**config.mk**
```make
export PLATFORM = sky130hd
export DESIGN_NAME = srx_unit
export DESIGN_NICKNAME = d
export VERILOG_FILES = /design/src/rtl/srx_pkg.sv /design/src/rtl/srx_sync.sv /design/src/rtl/srx_frame.sv /design/src/rtl/srx_flags.sv /design/src/rtl/srx_unit.sv
export SDC_FILE = /design/constraint.sdc
export NUM_CORES = 1
export LEC_CHECK = 0
export BUFFER_PORTS_ARGS = -buffer_cell sky130_fd_sc_hd__buf_4
export CORE_MARGIN = 4
export CORE_UTILIZATION = 40
export CTS_BUF_LIST = sky130_fd_sc_hd__clkbuf_2
export CTS_CLUSTER_SIZE = 25
export DETAILED_ROUTE_END_ITERATION = 8
export SETUP_SLACK_MARGIN = 0.05
export SYNTH_ARGS = -nofsm -noshare
export SYNTH_HDL_FRONTEND = slang
export SYNTH_HIERARCHICAL = 1
export SYNTH_SLANG_ARGS = --single-unit
```
**constraint.sdc**
```tcl
create_clock -name clk_i -period 2.4 [get_ports clk_i]
set_clock_uncertainty 0.2 [all_clocks]
set_input_delay 0.6 -clock clk_i [delete_from_list [all_inputs] [get_ports clk_i]]
set_output_delay 0.6 -clock clk_i [all_outputs]
set_load 0.05 [all_outputs]
```
**src/rtl/srx_pkg.sv**
```systemverilog
package srx_pkg;
  localparam int SRX_DW = 8;

  typedef enum logic [2:0] {
    ST_IDLE,
    ST_START,
    ST_DATA,
    ST_PAR,
    ST_STOP
  } rx_state_e;

  typedef struct packed {
    logic [SRX_DW-1:0] word;
    logic              perr;
    logic              ferr;
  } rx_result_t;
endpackage

```
**src/rtl/srx_sync.sv**
```systemverilog
module srx_sync #(
  parameter int   STAGES  = 2,
  parameter logic RST_VAL = 1'b1
) (
  input  logic clk_i,
  input  logic rst_ni,
  input  logic d_i,
  output logic q_o
);
  logic [STAGES-1:0] pipe_q;

  always_ff @(posedge clk_i or negedge rst_ni) begin
    if (!rst_ni) pipe_q <= {STAGES{RST_VAL}};
    else         pipe_q <= {pipe_q[STAGES-2:0], d_i};
  end

  assign q_o = pipe_q[STAGES-1];
endmodule

```
**src/rtl/srx_frame.sv**
```systemverilog
module srx_frame
  import srx_pkg::*;
#(
  parameter int OS_RATE = 16
) (
  input  logic       clk_i,
  input  logic       rst_ni,
  input  logic       tick_i,
  input  logic       rx_i,
  input  logic       en_i,
  input  logic       len8_i,
  input  logic       par_en_i,
  input  logic       par_odd_i,
  input  logic       msb_first_i,
  output logic       done_o,
  output rx_result_t res_o
);
  localparam int CNT_W = $clog2(OS_RATE);
  localparam int IDX_W = $clog2(SRX_DW);
  localparam logic [CNT_W-1:0] MID_CNT  = CNT_W'(OS_RATE/2 - 1);
  localparam logic [CNT_W-1:0] LAST_CNT = CNT_W'(OS_RATE - 1);

  rx_state_e         state_q;
  logic [CNT_W-1:0]  os_q;
  logic [IDX_W-1:0]  idx_q;
  logic [SRX_DW-1:0] shreg_q;
  logic              par_acc_q, perr_q, ferr_q, done_q;
  logic [IDX_W-1:0]  last_idx, bit_pos;
  logic              at_mid, at_end;

  assign last_idx = len8_i ? IDX_W'(SRX_DW-1) : IDX_W'(SRX_DW-2);
  assign bit_pos  = msb_first_i ? (last_idx - idx_q) : idx_q;
  assign at_mid   = (os_q == MID_CNT);
  assign at_end   = (os_q == LAST_CNT);

  always_ff @(posedge clk_i or negedge rst_ni) begin
    if (!rst_ni) begin
      state_q   <= ST_IDLE;
      os_q      <= '0;
      idx_q     <= '0;
      shreg_q   <= '0;
      par_acc_q <= 1'b0;
      perr_q    <= 1'b0;
      ferr_q    <= 1'b0;
      done_q    <= 1'b0;
    end else begin
      done_q <= 1'b0;
      if (!en_i) begin
        state_q <= ST_IDLE;
      end else if (tick_i) begin
        unique case (state_q)
          ST_IDLE: if (!rx_i) begin
            state_q <= ST_START;
            os_q    <= '0;
          end
          ST_START: begin
            if (at_mid) begin
              if (!rx_i) begin
                state_q   <= ST_DATA;
                os_q      <= '0;
                idx_q     <= '0;
                shreg_q   <= '0;
                perr_q    <= 1'b0;
                par_acc_q <= par_odd_i;
              end else begin
                state_q <= ST_IDLE;  // glitch
              end
            end else begin
              os_q <= os_q + 1'b1;
            end
          end
          ST_DATA: begin
            if (at_end) begin
              os_q             <= '0;
              shreg_q[bit_pos] <= rx_i;
              par_acc_q        <= par_acc_q ^ rx_i;
              if (idx_q == last_idx) state_q <= par_en_i ? ST_PAR : ST_STOP;
              else                   idx_q   <= idx_q + 1'b1;
            end else begin
              os_q <= os_q + 1'b1;
            end
          end
          ST_PAR: begin
            if (at_end) begin
              os_q    <= '0;
              perr_q  <= par_acc_q ^ rx_i;
              state_q <= ST_STOP;
            end else begin
              os_q <= os_q + 1'b1;
            end
          end
          ST_STOP: begin
            if (at_end) begin
              os_q    <= '0;
              ferr_q  <= ~rx_i;
              done_q  <= 1'b1;
              state_q <= ST_IDLE;
            end else begin
              os_q <= os_q + 1'b1;
            end
          end
          default: state_q <= ST_IDLE;
        endcase
      end
    end
  end

  assign done_o     = done_q;
  assign res_o.word = shreg_q;
  assign res_o.perr = perr_q;
  assign res_o.ferr = ferr_q;


  disabled_idle_chk: assert property (@(posedge clk_i) disable iff (!rst_ni)
    !en_i |=> state_q == ST_IDLE);


  glitch_rej_chk: assert property (@(posedge clk_i) disable iff (!rst_ni)
    en_i && tick_i && state_q == ST_START && at_mid && rx_i |=> state_q == ST_IDLE);
endmodule

```
**src/rtl/srx_flags.sv**
```systemverilog
module srx_flags
  import srx_pkg::*;
(
  input  logic              clk_i,
  input  logic              rst_ni,
  input  logic              done_i,
  input  rx_result_t        res_i,
  input  logic              rd_i,
  input  logic              clr_i,
  input  logic              irq_en_i,
  output logic [SRX_DW-1:0] rdata_o,
  output logic              full_o,
  output logic              perr_o,
  output logic              oerr_o,
  output logic              ferr_o,
  output logic              irq_o
);
  logic [SRX_DW-1:0] rdata_q;
  logic              full_q, perr_q, oerr_q, ferr_q;
  logic              accept, blocked;

  assign accept  = done_i && (!full_q || rd_i);
  assign blocked = done_i && full_q && !rd_i;

  always_ff @(posedge clk_i or negedge rst_ni) begin
    if (!rst_ni) begin
      rdata_q <= '0;
      full_q  <= 1'b0;
      perr_q  <= 1'b0;
      oerr_q  <= 1'b0;
      ferr_q  <= 1'b0;
    end else begin
      if (accept) rdata_q <= res_i.word;
      full_q <= accept | (full_q & ~rd_i);
      perr_q <= (perr_q & ~clr_i) | (accept & res_i.perr);
      ferr_q <= (ferr_q & ~clr_i) | (accept & res_i.ferr);
      oerr_q <= (oerr_q & ~clr_i) | blocked;
    end
  end

  assign rdata_o = rdata_q;
  assign full_o  = full_q;
  assign perr_o  = perr_q;
  assign oerr_o  = oerr_q;
  assign ferr_o  = ferr_q;
  assign irq_o   = full_q & irq_en_i;


  accept_chk: assert property (@(posedge clk_i) disable iff (!rst_ni)
    done_i && !full_o |=> full_o);


  ovr_keep_chk: assert property (@(posedge clk_i) disable iff (!rst_ni)
    done_i && full_o && !rd_i |=> full_o && oerr_o && $stable(rdata_o));


  rd_clr_chk: assert property (@(posedge clk_i) disable iff (!rst_ni)
    rd_i && !done_i |=> !full_o);


  err_clr_chk: assert property (@(posedge clk_i) disable iff (!rst_ni)
    clr_i && !done_i |=> !perr_o && !oerr_o && !ferr_o && $stable(rdata_o));
endmodule

```
**src/rtl/srx_unit.sv**
```systemverilog
module srx_unit
  import srx_pkg::*;
#(
  parameter int OS_RATE     = 16,
  parameter int SYNC_STAGES = 2
) (
  input  logic       clk_i,
  input  logic       rst_ni,
  input  logic       tick_i,
  input  logic       rx_i,
  input  logic       rx_en_i,
  input  logic       len8_i,
  input  logic       par_en_i,
  input  logic       par_odd_i,
  input  logic       msb_first_i,
  input  logic       irq_en_i,
  input  logic       rd_i,
  input  logic       err_clr_i,
  output logic [7:0] rdata_o,
  output logic       full_o,
  output logic       perr_o,
  output logic       oerr_o,
  output logic       ferr_o,
  output logic       irq_o
);
  logic       rx_s;
  logic       done;
  rx_result_t res;

  srx_sync #(.STAGES(SYNC_STAGES), .RST_VAL(1'b1)) u_sync (
    .clk_i (clk_i),
    .rst_ni(rst_ni),
    .d_i   (rx_i),
    .q_o   (rx_s)
  );

  srx_frame #(.OS_RATE(OS_RATE)) u_frame (
    .clk_i      (clk_i),
    .rst_ni     (rst_ni),
    .tick_i     (tick_i),
    .rx_i       (rx_s),
    .en_i       (rx_en_i),
    .len8_i     (len8_i),
    .par_en_i   (par_en_i),
    .par_odd_i  (par_odd_i),
    .msb_first_i(msb_first_i),
    .done_o     (done),
    .res_o      (res)
  );

  srx_flags u_flags (
    .clk_i   (clk_i),
    .rst_ni  (rst_ni),
    .done_i  (done),
    .res_i   (res),
    .rd_i    (rd_i),
    .clr_i   (err_clr_i),
    .irq_en_i(irq_en_i),
    .rdata_o (rdata_o),
    .full_o  (full_o),
    .perr_o  (perr_o),
    .oerr_o  (oerr_o),
    .ferr_o  (ferr_o),
    .irq_o   (irq_o)
  );
endmodule

```
### Yosys cells after proc, flatten, opt, wreduce, memory -nomap -nowiden

Cells that the tools add are included.

* add/sub/neg operators: 3
* magnitude comparators: 2
* equality and inequality tests: 19
* muxes and demuxes: 40
* bitwise gates (word level): 15
* reduce and logical (&&, ||, !) cells: 18

Operators by type and width (count)
* $mux W3: 14
* $mux W8: 3
* $pmux W8 S2: 1
* $ne A3 B2 Y1 const B: 5
* $pmux W3 S5: 1
* $reduce_and A7 Y1: 2
* $mux W4: 3
* $pmux W4 S3: 1
* $reduce_and A6 Y1: 2
* $mux W1: 11
* $bwmux W8: 1
* $and A1 B1 Y1: 7
* $eq A3 B2 Y1 const B: 2
* $ne A2 B1 Y1 const B: 3
* $ne A2 B2 Y1 const B: 3
* $pmux W3 S2: 1
* $add A4 B1 Y4 const B: 1
* $eq A4 B3 Y1 const B: 1
* $eq A4 B4 Y1 const B: 1
* $logic_and A1 B1 Y1: 4
* $lt A3 B4 Y1 const B: 1
* $or A1 B1 Y1: 4
* $pmux W1 S2: 2
* $reduce_and A4 Y1: 1
* other kinds (18): 22

* flip-flop bits (word level): 36
* bits of input ports: 12
* output and inout port bits: 13
* logic and storage cells: 111

### Logic depth before layout (Yosys ltp)

Gate-level depths: netlist of the first run.

* word-level depth: 10
* mapped depth: 8
* depth with buffers taken out: 8

### By module

Netlist of the first run, hierarchy kept.

Modules (own cells, without submodules)
* srx_frame: times used 1, cells an instance 162, area an instance 1495.2 um^2, seq. area each 550.5 um^2
* srx_flags: times used 1, cells an instance 33, area an instance 496.7 um^2, seq. area each 300.3 um^2
* srx_sync: times used 1, cells an instance 2, area an instance 52.6 um^2, seq. area each 52.6 um^2

### Worst setup path after synthesis of the first run

Ideal clock, no wire load.

* path type: input to register
* start point: in len8_i
* end point: reg u_frame.state_q[1]
* arrival: 1.849 ns
* required time: 2.096 ns
* setup slack: 0.248 ns
* stages on the path: 7
* buffers on the path: 1
* path through: inv_1 -> ha_1 -> buf_2 -> nand3_1 -> a211oi_2 -> o311ai_4 -> o41ai_2

* word-level cells in the longest chain between the ends: 4

Ends and longest elaborated chain
* start: declaration: line srx_unit.sv:12 `input logic len8_i,`
* $mux W1: line srx_frame.sv:31 `assign last_idx = len8_i ? IDX_W'(SRX_DW-1) : IDX_W'(SRX_DW-2);`
* $eq A3 B3 Y1: line srx_frame.sv:77 `if (idx_q == last_idx) state_q <= par_en_i ? ST_PAR : ST_STOP;`
* $ne A3 B2 Y1 (no source line)
* $reduce_and A7 Y1 (no source line)
* end signal: assignment: line srx_frame.sv:77
* end: declaration: line srx_frame.sv:23 `rx_state_e state_q;`

Every way passes these cells.
A chain may end at the register's enable or synchronous reset.

### Worst setup path after layout of the first run

* start point: reg u_frame.idx_q[1]
* end point: reg u_frame.shreg_q[5]

* word-level cells in the longest chain between the ends: 9
* elaborated cells on any way between the ends: 10
* those cells by class: 1 x add/sub; 2 x order compare; 6 x mux; 1 x reduce/logical

Ends and longest elaborated chain
* start: declaration: line srx_frame.sv:25 `logic [IDX_W-1:0] idx_q;`
* start signal: assignment: line srx_frame.sv:78 `else idx_q <= idx_q + 1'b1;`
* $sub A3 B3 Y3: line srx_frame.sv:32 `assign bit_pos = msb_first_i ? (last_idx - idx_q) : idx_q;`
* $mux W3 (*): line srx_frame.sv:32
* $lt A3 B4 Y1 (implied by the code) / $ge A3 B1 Y1 (equally long branches): line srx_frame.sv:75 `shreg_q[bit_pos] <= rx_i;`
* $logic_and A1 B1 Y1 (implied by the code): line srx_frame.sv:75
* $mux W1 (implied by the code): line srx_frame.sv:75
* $demux W1 S3 (*)
* $bwmux W8 (*): line srx_frame.sv:75
* $mux W8 (*): line srx_frame.sv:73 `if (at_end) begin`
* $pmux W8 S2 (*): line srx_frame.sv:51 `unique case (state_q)`
* end signal: indexed assignment: line srx_frame.sv:75
* end: declaration: line srx_frame.sv:26 `logic [SRX_DW-1:0] shreg_q;`

Every way passes the cells marked *; elsewhere a longest branch is shown, timed or not. The select of a mux whose other input is x is not followed.

==> impl_metrics.json, run 1 <==
{
  "number_of_flops_mapped_to_enable_cells_by_yosys": 0,
  "reg_clk_slew_reported_paths_ps": 190,
  "postSynth.topFlopCell": "sky130_fd_sc_hd__dfrtp_1",
  "xor_and_xnor_area_share_after_synthesis_pct": 1.29,
  "place.detailed.hpwl_um": 2690,
  "htree_num_levels": 2,
  "period_needed_ps": 2060,
  "max_freq_mhz": 485,
  "synth_cells": 197,
  "cellPowerDensity_mw_per_mm2": 508,
  "drt-pass1-iter-count": 4,
  "route.vias.total": 1509,
  "placement_rows": 25,
  "timing.critical_path.buf_inv": 0,
  "highest_fanout_seen_on_the_critical_path": 12,
  "number_of_slew_limit_violations_in_the_final_report": 0,
  "finalCritPeriodShare_pct": 85.9,
  "outcome": "finished, final reports clean",
  "static-leakage-power_nw": 1.08,
  "criticalPathCategory": "reg -> reg",
  "final_common_cell": "sky130_fd_sc_hd__dfrtp_1",
  "layout.filler_cells": 465,
  "slew_headroom_pct": 62.1,
  "tritoncts": "built",
  "fp.dieArea_sq_mm": 0.00632,
  "cts-root-to-sink-buffers": 2,
  "antenna_cells_inserted": 0,
  "cap_viol_max_count": 0,
  "hold_class": "in -> reg",
  "synth.area.mux_share_pct": 7.41,
  "avgSynthCellArea_sq_um": 10.4,
  "post_synth_instance_area_sq_mm": 0.00204,
  "post_synth_main_area_contributors": "sky130_fd_sc_hd__dfrtp_1, sky130_fd_sc_hd__o21ai_0, sky130_fd_sc_hd__mux2_4",
  "worst_path_largest_cell_delay_ps": 550,
  "cp.required_ps": 2500,
  "syn_to_final_growth_pct": 13.6,
  "post_cts_resized": 0,
  "drive_above_1_share_pct": 25.8,
  "ir_drop_v": 0.000218,
  "synthesis.yosys.warnings": 6,
  "tightest_pin_transition_ps": 564,
  "synth_simple_gate_area_share_pct": 16.6,
  "worstSetupStartpointType": "flop",
  "cts_hold_buffers": 1,
  "synth-compound-area-share_pct": 21.6,
  "global_route.usage.total_pct": 12.9,
  "most-common-layout-cells": "sky130_fd_sc_hd__dfrtp_1, sky130_fd_sc_hd__buf_4, sky130_fd_sc_hd__o21ai_0",
  "yosysTopAreaCell": "sky130_fd_sc_hd__dfrtp_1",
  "worstPathArrival_ps": 2160,
  "critical_path.top_delay_family": "flip-flops",
  "die_height_um": 79.5,
  "final_sum_of_negative_setup_slack_ps": 0,
  "grt_first_pass_wirelength_um": 6420,
  "synth-seq-cells": 36,
  "place_worst_setup_slack_ps": 42.2,
  "post-cts-setup-buffers": 0,
  "antenna_violations_before_repair": 0,
  "detailedRoute.firstIterationViolations": 69,
  "synth_adder_area_share_pct": 3.06,
  "endpoints_failing_setup": 0,
  "seqCellArea_sq_um": 903,
  "yosysSeqAreaShare_pct": 44.2,
  "start_util_pct": 42.2,
  "numClockSinks": 36,
  "post_syn_nets": 214,
  "routedWlPerCell_um": 13.0,
  "hold_violations": 0,
  "gp_congestion": 0.827,
  "finalNetCount": 237,
  "grt_overflow": 0,
  "totalWireLength_um": 3760,
  "multi_input_area_sq_mm": 0.00102,
  "clock_tree.root_cell": "sky130_fd_sc_hd__clkbuf_2",
  "rsz0062_at_grt": "no",
  "crit_path_end_kind": "flop",
  "numCtsBuffers": 5,
  "post-synth-top-area-fraction_pct": 41.6,
  "synth_cell_types": 51,
  "crit_path_top_delay_cell": "sky130_fd_sc_hd__dfrtp_1",
  "async_flop_share_pct": 100,
  "via_count_of_the_first_global_routing_pass": 1422,
  "worstPathCellList": "ha_1 > nand2b_1 > xnor2_1 > nand4_1 > o21ai_0",
  "width_of_the_die_um": 79.5,
  "dominant_combinational_cell_family_by_area_after_synthesis": "compound AO/OA/AOI/OAI gates",
  "drt-vias-per-instance": 5.24,
  "grt_max_degree": 37,
  "placement.io_buffers": 24,
  "detail-route-antenna-nets": 0,
  "top_level_ports": 25,
  "drt_drc_violations_left": 0,
  "fin_ws_ps": 339,
  "worstSkewPairLatency_ps": 380,
  "placeableCoreArea_sq_mm": 0.00485
}
sequential cells by signal (all words and copies together) (netlist names):
signal	flops
u_flags/rdata_o	8
u_frame/shreg_q	8
u_frame/os_q	4
u_frame/idx_q	3
u_frame/state_q	3
u_sync/pipe_q	2
u_flags/ferr_o	1
u_flags/full_o	1
u_flags/oerr_o	1
u_flags/perr_o	1
u_frame/done_o	1
u_frame/ferr_q	1
u_frame/par_acc_q	1
u_frame/perr_q	1
final cells by class:
class,count,area share [%]
Clock inverter,3,1.83
Timing Repair Buffer,28,9.16
Multi-Input combinational cell,140,44.0
Tap cell,67,3.61
Inverter,9,1.45
Clock buffer,5,1.08
Sequential cell,36,38.9
per-layer routing:
metal / track usage, % / up-vias / wire length (um)
li1: - / 763 / -
met1: 17.2 / 706 / 1880
met2: 19.6 / 36 / 1680
met3: 3.16 / 4 / 162
met4: 6.19 / 0 / 38
met5: 0 / - / 0
path summary, 6_finish.rpt:
check                                                   from                              to  slack [ps]  cells past startpoint
worst min-delay path                                    rx_i      u_sync/pipe_q[0]$_DFF_PN1_         100                      1
max in group asynchronous                             rst_ni      u_sync/pipe_q[0]$_DFF_PN1_        1160                      2
worst min register to register    u_sync/pipe_q[0]$_DFF_PN1_      u_sync/pipe_q[1]$_DFF_PN1_         170                      0
min in group asynchronous                             rst_ni        u_frame/done_o$_DFF_PN0_         480                      2
worst max register to register  u_frame/idx_q[1]$_DFFE_PN0P_  u_frame/shreg_q[5]$_DFFE_PN0P_         340                      5
worst max-delay path            u_frame/idx_q[1]$_DFFE_PN0P_  u_frame/shreg_q[5]$_DFFE_PN0P_         340                      5
synthesized netlist by cell type (2+ instances only):
| cell type | instances |
|---|---|
| sky130_fd_sc_hd__o22a_1 | 3 |
| sky130_fd_sc_hd__dfstp_2 | 2 |
| sky130_fd_sc_hd__a21oi_1 | 10 |
| sky130_fd_sc_hd__buf_2 | 6 |
| sky130_fd_sc_hd__o31a_1 | 3 |
| sky130_fd_sc_hd__mux2_4 | 8 |
| sky130_fd_sc_hd__o21ai_1 | 9 |
| sky130_fd_sc_hd__nor3_1 | 2 |
| sky130_fd_sc_hd__mux2i_1 | 2 |
| sky130_fd_sc_hd__nor3b_1 | 5 |
| sky130_fd_sc_hd__xor2_1 | 2 |
| sky130_fd_sc_hd__ha_1 | 5 |
| sky130_fd_sc_hd__nand2b_1 | 6 |
| sky130_fd_sc_hd__buf_4 | 3 |
| sky130_fd_sc_hd__buf_6 | 3 |
| sky130_fd_sc_hd__inv_1 | 9 |
| sky130_fd_sc_hd__o22ai_1 | 3 |
| sky130_fd_sc_hd__nand3_1 | 8 |
| sky130_fd_sc_hd__nand2_1 | 9 |
| sky130_fd_sc_hd__nand4_1 | 2 |
| sky130_fd_sc_hd__dfrtp_1 | 34 |
| sky130_fd_sc_hd__a22o_1 | 2 |
| sky130_fd_sc_hd__o21ai_0 | 26 |
| sky130_fd_sc_hd__nor2_1 | 8 |
cells by family (layout without fill, tap and decap cells):
| logic type | count (synthesis) | in the layout |
|---|---|---|
| simple gates | 53 | 53 |
| xor+xnor | 3 | 3 |
| flops | 36 | 36 |
| buf+inv | 21 | 45 |
| compound gates | 68 | 68 |
| mux | 11 | 11 |
| fa+ha+maj | 5 | 5 |
worst register-to-register path, delay by kind of cell (launching register included):
family | cells | cell delay, ps
xor gates and xnor gates | 1 | 370
AOI/OAI and AO/OA | 1 | 210
adders and majority gates | 1 | 250
DFF | 1 | 550
and+or+nand+nor | 2 | 410
power by group:
part | total, mW | leakage, nW | switching (mW) | internal (mW)
clock | 0.384 | 0.0390 | 0.210 | 0.174
sequential | 0.650 | 0.486 | 0.0268 | 0.623
combinational | 0.145 | 0.557 | 0.0762 | 0.0684
per-stage QoR:
stage               power, mW  cell area (sq um)  hold WS (ps)  cells  util, %
CTS                      1.20               2320          63.7    288     47.9
finish                   1.18               2320          98.0    288     47.9
global placement        0.804               2240           147    279     46.3
detailed placement      0.805               2240           147    279     46.3
global route             1.25               2320          37.9    288     47.9
floorplan               0.761               2040           104    197        -
No activity file was read; power rests on OpenSTA's default activity.
==> run 2: changes to the inputs <==
--- a/config.mk
+++ b/config.mk
@@ -7,7 +7,7 @@
 export LEC_CHECK = 0
 export BUFFER_PORTS_ARGS = -buffer_cell sky130_fd_sc_hd__buf_4
 export CORE_MARGIN = 4
-export CORE_UTILIZATION = 40
+export CORE_UTILIZATION = 35
 export CTS_BUF_LIST = sky130_fd_sc_hd__clkbuf_2
 export CTS_CLUSTER_SIZE = 25
 export DETAILED_ROUTE_END_ITERATION = 8
==> run 2 against run 1 <==
Against the previous run:
- die area up 13%
- register-to-register slack about the same
- cell area is 0.16% higher
- via count up 1.5%
- clock power grew 1%
- clock-buffer cell count is 1 higher
- sequential cell count did not move
- global-route usage decreased by 1.3 points
- cell count up 1.7%
- sequential share of layout area shrank 0.063 points
- non-clock buffer count did not move
==> impl_metrics.json, run 2 (same netlist as run 1, synthesis figures left out) <==
{
  "place_worst_setup_slack_ps": 13.5,
  "final_common_cell": "sky130_fd_sc_hd__dfrtp_1",
  "hold_ws_ps": 122,
  "antenna_violations_before_repair": 0,
  "highest_fanout_seen_on_the_critical_path": 15,
  "via_count_of_the_first_global_routing_pass": 1451,
  "endpoints_failing_setup": 0,
  "htree_num_levels": 2,
  "outcome": "finished, final reports clean",
  "reg_clk_slew_reported_paths_ps": 210,
  "syn_to_final_growth_pct": 13.8,
  "startpoint": "u_frame/state_q[1]$_DFFE_PN0P_",
  "finalNetCount": 237,
  "tightest_pin_transition_ps": 563,
  "static-leakage-power_nw": 1.09,
  "placement_rows": 27,
  "max_freq_mhz": 488,
  "detailedRoute.firstIterationViolations": 50,
  "placed_cells": 284,
  "gp_congestion": 0.793,
  "finalCritPeriodShare_pct": 85.4,
  "numCtsBuffers": 5,
  "slew_headroom_pct": 62.2,
  "clock_tree.root_cell": "sky130_fd_sc_hd__clkbuf_2",
  "routedWlPerCell_um": 13.3,
  "antenna_cells_inserted": 0,
  "stdcell_area_sq_mm": 0.00233,
  "period_needed_ps": 2050,
  "criticalPathCategory": "reg -> reg",
  "place.detailed.hpwl_um": 2840,
  "place_area_sq_mm": 0.00225,
  "cp.required_ps": 2510,
  "most-common-layout-cells": "sky130_fd_sc_hd__dfrtp_1, sky130_fd_sc_hd__buf_4, sky130_fd_sc_hd__o21ai_0",
  "drt-vias-per-instance": 5.23,
  "hold_violations": 0,
  "tritoncts": "built",
  "die_height_um": 84.4,
  "route.vias.total": 1531,
  "width_of_the_die_um": 84.4,
  "ir_drop_v": 0.000290,
  "p_total_mw": 1.18,
  "grt_overflow": 0,
  "timing.hold.worst.start": "rx_i",
  "cts-root-to-sink-buffers": 2,
  "post-cts-setup-buffers": 0,
  "crit_path_top_delay_cell": "sky130_fd_sc_hd__dfrtp_1",
  "grt_max_degree": 37,
  "cap_viol_max_count": 0,
  "global_route.usage.total_pct": 11.6,
  "crit_path_end_kind": "flop",
  "layout.filler_cells": 574,
  "numClockSinks": 36,
  "fp.dieArea_sq_mm": 0.00713,
  "grt_first_pass_wirelength_um": 6770,
  "drt_drc_violations_left": 0,
  "worst_path_largest_cell_delay_ps": 710,
  "worstPathCellList": "and2b_1 > nand2b_1 > nor3b_1 > a21oi_1 > o21ai_0",
  "post_cts_resized": 0,
  "start_util_pct": 36.7,
  "detail-route-antenna-nets": 0,
  "cellPowerDensity_mw_per_mm2": 509,
  "final_sum_of_negative_setup_slack_ps": 0,
  "rsz0062_at_grt": "no",
  "worstPathArrival_ps": 2160,
  "totalWireLength_um": 3910,
  "top_level_ports": 25,
  "hold_class": "in -> reg",
  "placeableCoreArea_sq_mm": 0.00557,
  "number_of_slew_limit_violations_in_the_final_report": 0,
  "fin_ws_ps": 351,
  "post_layout_nonfiller_instances": 293,
  "placement.io_buffers": 24,
  "finalCoreUtilization_pct": 41.7,
  "timing.rr.start": "u_frame/state_q[1]$_DFFE_PN0P_",
  "drive_above_1_share_pct": 25.8,
  "worstSetupStartpointType": "flop",
  "drt-pass1-iter-count": 4,
  "worstSkewPairLatency_ps": 390
}
run 2: cell types whose count changed in the layout (fill, tap and decap cells not counted), sizes merged:
cell / before / now
clkbuf: 5 / 6
clkinvlp: 1 / 0
run 2: worst paths after layout:
| check | to | slack, ps | cells after the start |
|---|---|---|---|
| worst max-delay path | u_frame/par_acc_q$_DFFE_PN0P_ | 350 | 5 |
| max in group asynchronous | u_sync/pipe_q[1]$_DFF_PN1_ | 1150 | 2 |
| worst max register to register | u_frame/par_acc_q$_DFFE_PN0P_ | 350 | 5 |
| worst min register to register | u_sync/pipe_q[1]$_DFF_PN1_ | 170 | 0 |
| worst min-delay path | u_sync/pipe_q[0]$_DFF_PN1_ | 120 | 1 |
| min in group asynchronous | u_frame/state_q[1]$_DFFE_PN0P_ | 460 | 2 |
run 2: cell type report:
class                      count  area [sq um]  area share [%]
sequential                    36           903            38.8
timing repair buffer          28           213            9.14
tap                           72          90.1            3.87
multi-input combinational    140          1020            43.9
clock buffer                   6          30.0            1.29
inverter                       9          33.8            1.45
clock inverter                 2          35.0            1.51
run 2: routing by layer:
layer | global-route usage (%) | up-vias | wire length [um]
met1 | 15.5 | 732 | 1870
met5 | 0 | - | 0
met4 | 3.88 | 0 | 44
met2 | 18.2 | 31 | 1790
li1 | - | 763 | -
met3 | 3.04 | 5 | 205
run 2: worst max-delay path, delay by kind of cell, from the launching register on:
| kind | cells | cell delay, ps |
|---|---|---|
| AND/OR/NAND/NOR | 3 | 830 |
| flip-flops | 1 | 710 |
| AO/OA/AOI/OAI | 2 | 220 |
run 2: power by group:
| group | internal (mW) | leakage [nW] | switching (mW) |
|---|---|---|---|
| combinational | 0.0685 | 0.557 | 0.0769 |
| clock | 0.179 | 0.0430 | 0.209 |
| sequential | 0.624 | 0.486 | 0.0274 |
run 2: repair_timing:
| item | in CTS | in global routing |
|---|---|---|
| endpoints found under the setup margin | 0 | 0 |
| hold buffers | 1 | 0 |
| endpoints found under the hold margin | 34 | 0 |
==> run 3: changes to the inputs <==
--- a/config.mk
+++ b/config.mk
@@ -6,12 +6,15 @@
 export NUM_CORES = 1
 export LEC_CHECK = 0
 export BUFFER_PORTS_ARGS = -buffer_cell sky130_fd_sc_hd__buf_4
+export CORE_ASPECT_RATIO = 0.9
 export CORE_MARGIN = 4
 export CORE_UTILIZATION = 35
 export CTS_BUF_LIST = sky130_fd_sc_hd__clkbuf_2
 export CTS_CLUSTER_SIZE = 25
 export DETAILED_ROUTE_END_ITERATION = 8
+export MAX_ROUTING_LAYER = met4
 export SETUP_SLACK_MARGIN = 0.05
+export SKIP_LAST_GASP = 1
 export SYNTH_ARGS = -nofsm -noshare
 export SYNTH_HDL_FRONTEND = slang
 export SYNTH_HIERARCHICAL = 1
==> run 3 against run 2 <==
Against the previous run:
- highest routed layer unchanged
- sequential power hardly changed
- die area hardly changed
- maximum frequency is 5.2% lower
- critical path depth is 1 higher
==> impl_metrics.json, run 3 (same netlist as run 1, synthesis figures left out) <==
{
  "drt_drc_violations_left": 0,
  "drive_above_1_share_pct": 25.5,
  "worstSkewPairLatency_ps": 370,
  "endpoints_failing_setup": 0,
  "cts-root-to-sink-buffers": 2,
  "finalCritPeriodShare_pct": 90.0,
  "drt-pass1-iter-count": 4,
  "placeableCoreArea_sq_mm": 0.00566,
  "finalNetCount": 236,
  "hold-path-endpoint": "u_sync/pipe_q[0]$_DFF_PN1_",
  "tightest_pin_transition_ps": 582,
  "die_height_um": 80.5,
  "cellPowerDensity_mw_per_mm2": 468,
  "width_of_the_die_um": 88.6,
  "final_common_cell": "sky130_fd_sc_hd__dfrtp_1",
  "hold_violations": 0,
  "htree_num_levels": 2,
  "place_area_sq_mm": 0.00224,
  "seqCellArea_sq_um": 903,
  "route.vias.total": 1508,
  "max_freq_mhz": 463,
  "grt_max_degree": 37,
  "post-cts-setup-buffers": 0,
  "most-common-layout-cells": "sky130_fd_sc_hd__dfrtp_1, sky130_fd_sc_hd__buf_4, sky130_fd_sc_hd__o21ai_0",
  "antenna_violations_before_repair": 0,
  "numClockSinks": 36,
  "grt_overflow": 0,
  "global_route.usage.total_pct": 12.2,
  "start_util_pct": 36.1,
  "outcome": "finished, final reports clean",
  "worstSetupStartpointType": "flop",
  "crit_path_end_kind": "flop",
  "ff2ff_setup_slack_ps": 240,
  "slew_headroom_pct": 61.0,
  "fp.dieArea_sq_mm": 0.00713,
  "period_needed_ps": 2160,
  "drt-vias-per-instance": 5.20,
  "layout.filler_cells": 584,
  "placed_cells": 281,
  "rsz0062_at_grt": "no",
  "grt_first_pass_wirelength_um": 6710,
  "syn_to_final_growth_pct": 12.5,
  "timing.rr.start": "u_frame/idx_q[0]$_DFFE_PN0P_",
  "routedWlPerCell_um": 13.5,
  "placement_rows": 26,
  "numCtsBuffers": 5,
  "reg2reg_depth": 6,
  "clock_tree.root_cell": "sky130_fd_sc_hd__clkbuf_2",
  "detailedRoute.firstIterationViolations": 41,
  "antenna_cells_inserted": 0,
  "tritoncts": "built",
  "number_of_slew_limit_violations_in_the_final_report": 0,
  "criticalPathCategory": "reg -> reg",
  "worstPathArrival_ps": 2250,
  "ir_drop_v": 0.000252,
  "hold_path_cells": 1,
  "highest_fanout_seen_on_the_critical_path": 9,
  "reg_clk_slew_reported_paths_ps": 190,
  "timing.hold.worst.start": "rx_i",
  "cp.required_ps": 2490,
  "static-leakage-power_nw": 1.07,
  "stdcell_area_sq_mm": 0.00230,
  "detail-route-antenna-nets": 0,
  "place.detailed.hpwl_um": 2730,
  "via_count_of_the_first_global_routing_pass": 1404,
  "totalWireLength_um": 3930,
  "final_sum_of_negative_setup_slack_ps": 0,
  "cap_viol_max_count": 0,
  "hold_class": "in -> reg",
  "top_level_ports": 25,
  "gp_congestion": 0.848,
  "multi_input_area_sq_mm": 0.00103,
  "post_layout_nonfiller_instances": 290,
  "placement.io_buffers": 24,
  "worstReg2RegEnd": "u_frame/shreg_q[3]$_DFFE_PN0P_"
}
[run 3: changes by cell type in the layout (fill, tap and decap cells not counted)]
cell                         previous run  this run
sky130_fd_sc_hd__bufinv_16              1         0
sky130_fd_sc_hd__clkinvlp_4             0         1
sky130_fd_sc_hd__buf_4                 27        26
sky130_fd_sc_hd__clkinv_1               0         1
sky130_fd_sc_hd__xnor2_1                1         0
sky130_fd_sc_hd__clkinv_2               1         0
sky130_fd_sc_hd__xnor2_2                0         1
[run 3: per-stage QoR]
step | power [mW] | util [%] | setup WS, ps | hold slack (ps)
floorplan | 0.761 | - | 248 | 104
global placement | 0.804 | 39.6 | 32.9 | 147
detailed placement | 0.806 | 39.6 | 34.8 | 147
CTS | 1.10 | 40.5 | 188 | 71.6
global route | 1.15 | 40.6 | 38.1 | 48.7
finish | 1.08 | 40.6 | 239 | 109
[run 3: how the worst max path moves through the flow]
| stage | from | cells past startpoint | endpoint |
|---|---|---|---|
| after floorplan | len8_i | 7 | u_frame/state_q[1]$_DFFE_PN0P_ |
| after global placement | len8_i | 8 | u_frame/shreg_q[7]$_DFFE_PN0P_ |
| after detailed placement | len8_i | 8 | u_frame/shreg_q[5]$_DFFE_PN0P_ |
| after CTS | u_frame/idx_q[0]$_DFFE_PN0P_ | 6 | u_frame/shreg_q[5]$_DFFE_PN0P_ |
| after global routing | u_frame/idx_q[0]$_DFFE_PN0P_ | 6 | u_frame/shreg_q[3]$_DFFE_PN0P_ |
| final | u_frame/idx_q[0]$_DFFE_PN0P_ | 6 | u_frame/shreg_q[3]$_DFFE_PN0P_ |
[run 3: cell type report]
type	instances	share of cell area, %
clock inverters	2	0.490
inverters	9	1.47
multi-input cells	140	44.7
flip-flops and latches	36	39.3
repair buffers	27	8.92
clock buffers	6	1.31
well taps	70	3.81
[run 3: critical path: stages (launching register included)]
cell,delay (ps)
sky130_fd_sc_hd__dfrtp_1,520
sky130_fd_sc_hd__ha_1,240
sky130_fd_sc_hd__ha_1,170
sky130_fd_sc_hd__nand2b_1,190
sky130_fd_sc_hd__xor2_1,330
sky130_fd_sc_hd__nand4_1,220
sky130_fd_sc_hd__o21ai_0,210
[run 3: metal layers]
layer | global-route usage, % | vias to the layer above | share of wire (%)
li1 | - | 762 | -
met1 | 17.4 | 700 | 51
met2 | 17.0 | 44 | 41
met3 | 3.18 | 2 | 7.4
met4 | 3.63 | 0 | 0.64
met5 | - | - | 0
[run 3: power breakdown]
part           switching (mW)  total (mW)  internal, mW
clock                   0.208       0.281        0.0730
sequential             0.0293       0.653         0.623
combinational          0.0754       0.144        0.0686
total                   0.312        1.08         0.765
[run 3: repair_timing]
action / in CTS / in global routing
gates resized for setup: 0 / 1
hold endpoints to repair: 34 / 0
hold buffers: 1 / 0
setup endpoints to repair: 0 / 1
